===== src/rtl/baud_pkg.sv =====
package baud_pkg;
  typedef enum logic [1:0] {
    RATE_LOW  = 2'd0,
    RATE_HIGH = 2'd1,
    RATE_SYNC = 2'd2
  } rate_e;

  function automatic rate_e rate_sel(input logic sync_mode, input logic high_speed);
    if (sync_mode) return RATE_SYNC;
    if (high_speed) return RATE_HIGH;
    return RATE_LOW;
  endfunction
endpackage


===== src/rtl/baud_timer.sv =====
module baud_timer #(
  parameter int DIV_W = 8
) (
  input  logic             clk_i,
  input  logic             rst_ni,
  input  logic [DIV_W-1:0] div_i,
  input  logic             div_we_i,
  output logic             tick_o
);
  logic [DIV_W-1:0] div_q, cnt_q;

  always_ff @(posedge clk_i or negedge rst_ni) begin
    if (!rst_ni) begin
      div_q <= '0;
      cnt_q <= '0;
    end else if (div_we_i) begin
      div_q <= div_i;
      cnt_q <= div_i;
    end else if (cnt_q == '0) begin
      cnt_q <= div_q;
    end else begin
      cnt_q <= cnt_q - 1'b1;
    end
  end

  assign tick_o = (cnt_q == '0);

  assert_restart_R5: assert property (@(posedge clk_i) disable iff (!rst_ni)
    div_we_i |=> cnt_q == $past(div_i));
  assert_cnt_bound_R1: assert property (@(posedge clk_i) disable iff (!rst_ni)
    cnt_q <= div_q);
  assert_reload_R1: assert property (@(posedge clk_i) disable iff (!rst_ni)
    (tick_o && !div_we_i) |=> cnt_q == div_q);
endmodule


===== src/rtl/baud_mode.sv =====
module baud_mode
  import baud_pkg::*;
(
  input  logic  clk_i,
  input  logic  rst_ni,
  input  logic  sync_mode_i,
  input  logic  high_speed_i,
  output rate_e rate_o,
  output logic  change_o
);
  rate_e rate_q, rate_d;

  assign rate_d = rate_sel(sync_mode_i, high_speed_i);

  always_ff @(posedge clk_i or negedge rst_ni) begin
    if (!rst_ni) rate_q <= RATE_LOW;
    else         rate_q <= rate_d;
  end

  assign rate_o   = rate_q;
  assign change_o = (rate_d != rate_q);

  assert_mode_follow_R8: assert property (@(posedge clk_i) disable iff (!rst_ni)
    change_o |=> rate_q != $past(rate_q));
endmodule


===== src/rtl/baud_phase.sv =====
module baud_phase
  import baud_pkg::*;
#(
  parameter int LOW_MULT  = 64,
  parameter int HIGH_MULT = 16,
  parameter int SYNC_MULT = 4
) (
  input  logic  clk_i,
  input  logic  rst_ni,
  input  logic  base_tick_i,
  input  logic  clear_i,
  input  rate_e rate_i,
  output logic  os_tick_o,
  output logic  bit_tick_o
);
  localparam int PH_W  = $clog2(LOW_MULT);
  localparam int PRE   = LOW_MULT / HIGH_MULT;
  localparam int PRE_W = (PRE > 1) ? $clog2(PRE) : 1;

  logic [PH_W-1:0] ph_q, term;
  logic            at_term, pre_hit;

  always_comb begin
    case (rate_i)
      RATE_SYNC: term = PH_W'(SYNC_MULT - 1);
      RATE_HIGH: term = PH_W'(HIGH_MULT - 1);
      default:   term = PH_W'(LOW_MULT - 1);
    endcase
  end

  assign at_term = (ph_q == term);

  generate
    if (PRE > 1) begin : g_pre
      assign pre_hit = (ph_q[PRE_W-1:0] == {PRE_W{1'b1}});
    end else begin : g_nopre
      assign pre_hit = 1'b1;
    end
  endgenerate

  always_ff @(posedge clk_i or negedge rst_ni) begin
    if (!rst_ni)          ph_q <= '0;
    else if (clear_i)     ph_q <= '0;
    else if (base_tick_i) ph_q <= at_term ? '0 : ph_q + 1'b1;
  end

  always_comb begin
    case (rate_i)
      RATE_LOW:  os_tick_o = base_tick_i && pre_hit;
      RATE_HIGH: os_tick_o = base_tick_i;
      default:   os_tick_o = 1'b0;
    endcase
  end

  assign bit_tick_o = base_tick_i && at_term;

  assert_phase_bound_R2: assert property (@(posedge clk_i) disable iff (!rst_ni)
    ph_q <= term);
  assert_clear_R8: assert property (@(posedge clk_i) disable iff (!rst_ni)
    clear_i |=> ph_q == '0);
endmodule


===== src/rtl/baud_tick_gen.sv =====
module baud_tick_gen
  import baud_pkg::*;
#(
  parameter int DIV_W     = 8,
  parameter int LOW_MULT  = 64,
  parameter int HIGH_MULT = 16,
  parameter int SYNC_MULT = 4
) (
  input  logic             clk_i,
  input  logic             rst_ni,
  input  logic [DIV_W-1:0] div_i,
  input  logic             div_we_i,
  input  logic             high_speed_i,
  input  logic             sync_mode_i,
  output logic             os_tick_o,
  output logic             bit_tick_o
);
  logic  base_tick, mode_chg;
  rate_e rate;

  baud_timer #(.DIV_W(DIV_W)) u_timer (
    .clk_i    (clk_i),
    .rst_ni   (rst_ni),
    .div_i    (div_i),
    .div_we_i (div_we_i),
    .tick_o   (base_tick)
  );

  baud_mode u_mode (
    .clk_i        (clk_i),
    .rst_ni       (rst_ni),
    .sync_mode_i  (sync_mode_i),
    .high_speed_i (high_speed_i),
    .rate_o       (rate),
    .change_o     (mode_chg)
  );

  baud_phase #(
    .LOW_MULT  (LOW_MULT),
    .HIGH_MULT (HIGH_MULT),
    .SYNC_MULT (SYNC_MULT)
  ) u_phase (
    .clk_i       (clk_i),
    .rst_ni      (rst_ni),
    .base_tick_i (base_tick),
    .clear_i     (div_we_i || mode_chg),
    .rate_i      (rate),
    .os_tick_o   (os_tick_o),
    .bit_tick_o  (bit_tick_o)
  );

  assert_bit_on_base_R1: assert property (@(posedge clk_i) disable iff (!rst_ni)
    bit_tick_o |-> base_tick);
  assert_bit_one_cycle_R6: assert property (@(posedge clk_i) disable iff (!rst_ni)
    bit_tick_o |=> !bit_tick_o);
  assert_bit_on_os_R6: assert property (@(posedge clk_i) disable iff (!rst_ni)
    (bit_tick_o && rate != RATE_SYNC) |-> os_tick_o);
  assert_sync_quiet_R4: assert property (@(posedge clk_i) disable iff (!rst_ni)
    (rate == RATE_SYNC) |-> !os_tick_o);
endmodule


===== config.mk =====
export PLATFORM = sky130hd
export DESIGN_NAME = baud_tick_gen
export DESIGN_NICKNAME = d
export VERILOG_FILES = /design/src/rtl/baud_pkg.sv /design/src/rtl/baud_timer.sv /design/src/rtl/baud_mode.sv /design/src/rtl/baud_phase.sv /design/src/rtl/baud_tick_gen.sv
export SDC_FILE = /design/constraint.sdc
export NUM_CORES = 1
export LEC_CHECK = 0
export BUFFER_PORTS_ARGS = -buffer_cell sky130_fd_sc_hd__clkbuf_2
export CORE_MARGIN = 4
export CORE_UTILIZATION = 50
export CTS_CLUSTER_DIAMETER = 150
export DETAILED_ROUTE_END_ITERATION = 8
export GPL_ROUTABILITY_DRIVEN = 1
export GPL_TIMING_DRIVEN = 0
export HOLD_SLACK_MARGIN = 0.02
export MAX_ROUTING_LAYER = met4
export PLACE_DENSITY = 0.72
export SLEW_MARGIN = 20
export SYNTH_ARGS = -nofsm -noshare
export SYNTH_HDL_FRONTEND = slang
export SYNTH_SLANG_ARGS = --single-unit
export TNS_END_PERCENT = 1

===== constraint.sdc =====
create_clock -name clk_i -period 2.05 [get_ports clk_i]
set_clock_uncertainty 0.1 [all_clocks]
set_input_delay 0.205 -clock clk_i [delete_from_list [all_inputs] [get_ports clk_i]]
set_output_delay 0.205 -clock clk_i [all_outputs]
set_load 0.01 [all_outputs]

### Word level (Yosys, flattened, before mapping)

Cells that the tools add are included.

| storage, ports and cells | value |
|---|---|
| word-level logic and storage cells | 31 |
| register bits after elaboration | 24 |

| operators by class | value |
|---|---|
| equal/unequal tests | 5 |
| $add $sub $neg | 2 |
| muxes and demuxes | 14 |
| reductions and logical operators | 6 |

Operators with widths:

| kind | count |
|---|---|
| $mux W6 | 3 |
| $mux W8 | 2 |
| $pmux W6 S2 | 1 |
| $logic_not A8 Y1 | 1 |
| $mux W2 | 4 |
| $sub A8 B1 Y8 const B | 1 |
| $add A6 B1 Y6 const B | 1 |
| $eq A6 B6 Y1 | 1 |
| $eq A2 B2 Y1 const B | 2 |
| $mux W1 | 3 |
| $eq A2 B1 Y1 const B | 1 |
| $logic_and A1 B1 Y1 | 2 |
| $logic_not A2 Y1 | 1 |
| $ne A2 B2 Y1 | 1 |
| $pmux W1 S2 | 1 |
| $reduce_bool A2 Y1 | 1 |
| $logic_or A1 B1 Y1 | 1 |

### Depth between registers and ports, before layout

| depth | value |
|---|---|
| depth in word-level cells | 7 |
| mapped depth | 7 |

### Cells and area by module

A second synthesis with hierarchy kept.

| second synthesis, totals | value |
|---|---|
| cells, all modules | 135 |
| area total of the unflattened synthesis | 1346.3 um2 |

By module, submodules not included:

| module | seq. area each (um2) | instances | area an instance (um2) | cells an instance |
|---|---|---|---|---|
| baud_timer | 400.4 | 1 | 825.8 | 84 |
| baud_phase | 150.1 | 1 | 432.9 | 43 |
| baud_mode | 50.0 | 1 | 81.3 | 7 |
| baud_tick_gen | 0.0 | 1 | 6.3 | 1 |

### Worst setup path after synthesis

No wires, ideal clock.

| timing | value |
|---|---|
| kind | register to register |
| from | reg u_timer.cnt_q[3] |
| to | reg u_phase.ph_q[5] |
| period minus slack after synthesis | 2041 ps |
| slack | 9 ps |
| data required time | 1871 ps |
| cell stages (with the launch flop) | 7 |
| arrival time | 1862 ps |
| path through | dfrtp_1 > buf_6 > or4_4 > or3_4 > buf_6 > a211oi_2 > mux2i_1 |

| between the ends | value |
|---|---|
| cells in the longest elaborated chain, start to end | 2 |

RTL lines:

| what | line | RTL |
|---|---|---|
| from (decl) | baud_timer.sv:10 | `logic [DIV_W-1:0] div_q, cnt_q;` |
| from (signal assigned) | baud_timer.sv:18 | `cnt_q <= div_i;` |
| from (signal assigned) | baud_timer.sv:20 | `cnt_q <= div_q;` |
| from (signal assigned) | baud_timer.sv:22 | `cnt_q <= cnt_q - 1'b1;` |
| $logic_not A8 Y1 | baud_timer.sv:26 | `assign tick_o = (cnt_q == '0);` |
| $reduce_bool A2 Y1 (no line) | -- |  |
| to (signal assigned) | baud_phase.sv:44 | `else if (base_tick_i) ph_q <= at_term ? '0 : ph_q + 1'b1;` |
| to (decl) | baud_phase.sv:20 | `logic [PH_W-1:0] ph_q, term;` |

Every way passes these cells.
A chain may end at the register's enable or synchronous reset.

### Worst setup path in the final report

| timing | value |
|---|---|
| from | reg u_timer.cnt_q[5] |
| to | out bit_tick_o |

| between the ends | value |
|---|---|
| cells in the longest elaborated chain, start to end | 2 |

RTL lines:

| what | line | RTL |
|---|---|---|
| $logic_not A8 Y1 | baud_timer.sv:26 |  |
| $logic_and A1 B1 Y1 | baud_phase.sv:55 | `assign bit_tick_o = base_tick_i && at_term;` |
| to (decl) | baud_tick_gen.sv:16 | `output logic bit_tick_o` |

Every way passes these cells.

==> flow_summary_export.csv <==
group,metric,value,unit
critical_path,timing.critical_path.arrival,1970,ps
critical_path,timing.rr.start,"u_timer.cnt_q[5]",
cts,clkTransAtPathRegs,140,ps
logic_synthesis,synth_cell_type_count,35,
logic_synthesis,synth-async-reset-ratio,100,%
place,gp_routability_congestion,0.765,
flow_run,timing.max_cap.violations,0,
routing,drt-vias-per-instance,5.51,
timing,unrepaired_setup_endpoints_after_global_routing,"yes",
critical_path,reg2regPathDepth,6,
routing,routed_wl,2730,um
routing,initial_drc_count,36,
logic_synthesis,synthCells,139,
cells_and_area,nets,189,
critical_path,crit_path_max_incr_delay,530,ps
critical_path,timing.critical_path.to_type,"output pin",
cts,clk-insertion-delay-late,310,ps
die,rows,18,
worst_hold_path,holdCritPathClass,"in -> reg",
logic_synthesis,ys.warnings.count,0,
worst_hold_path,min-delay-start,"high_speed_i",
timing,hold_slack,25.3,ps
critical_path,timing_worst_setup_path_type,"reg -> out",
routing,drt_pass1_iterations,4,
routing,drc,0,
critical_path,critical_path.cell_chain,"or4_4, or3_4, buf_8, nor2_4, buf_6",
routing,antenna_left,0,
die,fp.dieW,60.2,um
critical_path,crit_slowest_cell,"sky130_fd_sc_hd__or4_4",
timing,layout_min_cycle_time,2280,ps
place,detailed_place_hpwl,1810,um
grt,antenna_found_initial,0,
logic_synthesis,synth-edff-count,0,
timing,relSlewSlack,61.7,%
grt,maximum_number_of_pins_on_one_net_before_global_route_repair,25,
logic_synthesis,postSynthRegisterBits,24,
power_and_ir_drop,total_leakage_power,0.000747,uW
worst_hold_path,holdPathStages,2,
timing,tightestPinTransition,575,ps
routing,vias,1101,
place,port-buffer-count,13,
cells_and_area,area_growth,26.7,%
critical_path,r2r_slack,-170,ps
status,failing_checks,"setup timing",
timing,final-setup-viol-count,7,
cells_and_area,fin_cells,200,
power_and_ir_drop,cellPowerDensity,638,nW/um^2
cts,cts_tree,"yes",
cts,cts-buffers-inserted,3,
critical_path,critPathLaunchType,"flip-flop",
cts,cts-root-buf,"sky130_fd_sc_hd__clkbuf_4",
critical_path,top_fanout_value_on_the_critical_path,2,
die,die_height,60.2,um
cts,cts.sinks,24,
die,floorplan.core_area,2540,sq um
place,dpl_worst_slack,-100,ps
place,place.detailed.instances,182,
cts,cts-root-to-sink-buffers,2,
cells_and_area,most-common-layout-cells,"sky130_fd_sc_hd__dfrtp_1, sky130_fd_sc_hd__inv_1, sky130_fd_sc_hd__clkbuf_2, sky130_fd_sc_hd__dlygate4sd3_1",
timing,maxSlewViolCount,0,
grt,grt_remaining_overflow,0,
die,initial_utilization,53.5,%
cells_and_area,layout_commonest_cell,"sky130_fd_sc_hd__dfrtp_1",
power_and_ir_drop,maximum_vdd_drop,416,uV
cells_and_area,post_route_utilization,67.7,%
timing,timing.final.ws_setup,-229,ps
logic_synthesis,synthFlopType,"sky130_fd_sc_hd__dfrtp_1",
cells_and_area,finalInstanceArea,1720,sq um
timing,max_freq,439,MHz
status,run_status,"complete, but fails checks",
logic_synthesis,post_synth.cell_area_avg,9.79,sq um
place,dpl-instance-area,1460,sq um
critical_path,timing.critical_path.required,1750,ps
grt,grt_pass1_wl,4800,um
die,floorplan.io_pins,15,
cells_and_area,antenna_cells_inserted,0,
timing,finalHoldViolCount,0,
critical_path,critical_path.reg2reg.endpoint,"u_phase.ph_q[5]",
logic_synthesis,yosysSeqAreaShare,44.1,%
routing,wl_per_cell,13.6,um
cells_and_area,fill_cells,210,
grt,grt_total_usage,18.0,%
logic_synthesis,syn_nets,157,
worst_hold_path,hold_path_end,"u_mode.rate_o[0]",
critical_path,crit_start,"u_timer.cnt_q[5]",
timing,post-route-period-util,111,%
cts,htreeDepth,1,
grt,number_of_global_route_vias_before_repair,1099,
die,fp.dieArea,3620,sq um
cells_and_area,layout-drive-gt1-share,22.9,%
logic_synthesis,post_synth_instance_area,1360,sq um
-- synth_stat cells, drive strengths merged, types with 2 or more instances --
| master | n | area [sq um] |
|---|---|---|
| nor3 | 4 | 31.3 |
| nor3b | 3 | 22.5 |
| dfrtp | 24 | 601 |
| or3 | 2 | 17.5 |
| o21ai | 10 | 50.0 |
| mux2 | 2 | 22.5 |
| a21boi | 2 | 15.0 |
| nor4 | 3 | 18.8 |
| inv | 16 | 60.1 |
| ha | 5 | 62.6 |
| mux2i | 8 | 80.1 |
| a21oi | 4 | 20.0 |
| o31ai | 4 | 30.0 |
| nand2 | 9 | 33.8 |
| xnor2 | 6 | 52.6 |
| buf | 3 | 27.5 |
| nor2 | 8 | 30.0 |
| o211ai | 8 | 60.1 |
| and3b | 2 | 17.5 |
| clkbuf | 4 | 15.0 |
| nand3 | 3 | 15.0 |
-- worst max-delay path: cells and delay by family (launching register included) --
kind	cells	cell delay (ps)
and+or+nand+nor	3	1020
DFF	1	400
buffers and inverters	2	250
-- worst max path at each step --
stage	endpoint	cells past startpoint	slack [ps]
after global placement	os_tick_o	6	-70
final	bit_tick_o	5	-230
after detailed placement	bit_tick_o	6	-100
after floorplan	u_phase.ph_q[5]	6	9
after CTS	bit_tick_o	5	-280
after global routing	bit_tick_o	5	-300
-- final cells by class --
type | count | area [sq um] | share of cell area, %
multi-input combinational | 92 | 709 | 41.1
sequential | 24 | 601 | 34.8
timing repair buffer | 28 | 219 | 12.7
inverter | 16 | 60.1 | 3.48
buffer | 6 | 45.0 | 2.61
tap | 30 | 37.5 | 2.18
clock inverter | 1 | 30.0 | 1.74
clock buffer | 3 | 22.5 | 1.31
-- cell families (layout without fill, tap and decap cells) --
kind of cell / Yosys count / after routing / synth area share [%]
xor+xnor: 6 / 6 / 3.86
fa+ha+maj: 5 / 5 / 4.60
compound gates: 33 / 33 / 16.5
buf+inv: 23 / 54 / 7.54
mux: 10 / 10 / 7.54
simple gates: 38 / 38 / 15.9
flops: 24 / 24 / 44.1
-- state kept, by name, indices dropped and copies added (netlist names) --
signal,cells
u_timer.cnt_q,8
u_timer.div_q,8
u_phase.ph_q,6
u_mode.rate_o,2
-- stage by stage --
step	total power (uW)	TNS (ps)
after detailed placement	739	-397
after global routing	1160	-1530
after floorplan	687	0
after global placement	731	-209
final	1100	-890
after CTS	1100	-1110
-- metal layers --
layer | routed length (um) | global-route usage (%) | vias up
met5 | 0 | - | -
met4 | 25 | 5.70 | 0
met3 | 52 | 1.94 | 2
met2 | 1380 | 30.6 | 8
met1 | 1270 | 22.2 | 539
li1 | - | - | 552
-- report_power, final --
group          leakage (uW)  internal (uW)  switching (uW)
clock             0.0000279            198             143
sequential         0.000302            513            34.1
combinational      0.000417            106             106
total              0.000747            817             283
-- repair_timing --
item | in CTS | in global routing
endpoints found under the setup margin | 8 | 14
hold buffers | 10 | 0
endpoints found under the hold margin | 37 | 0
gates resized for setup | 13 | 7
buffers inserted | 5 | 0
pin swaps | 4 | 2
(Power assumes the default switching activity.)
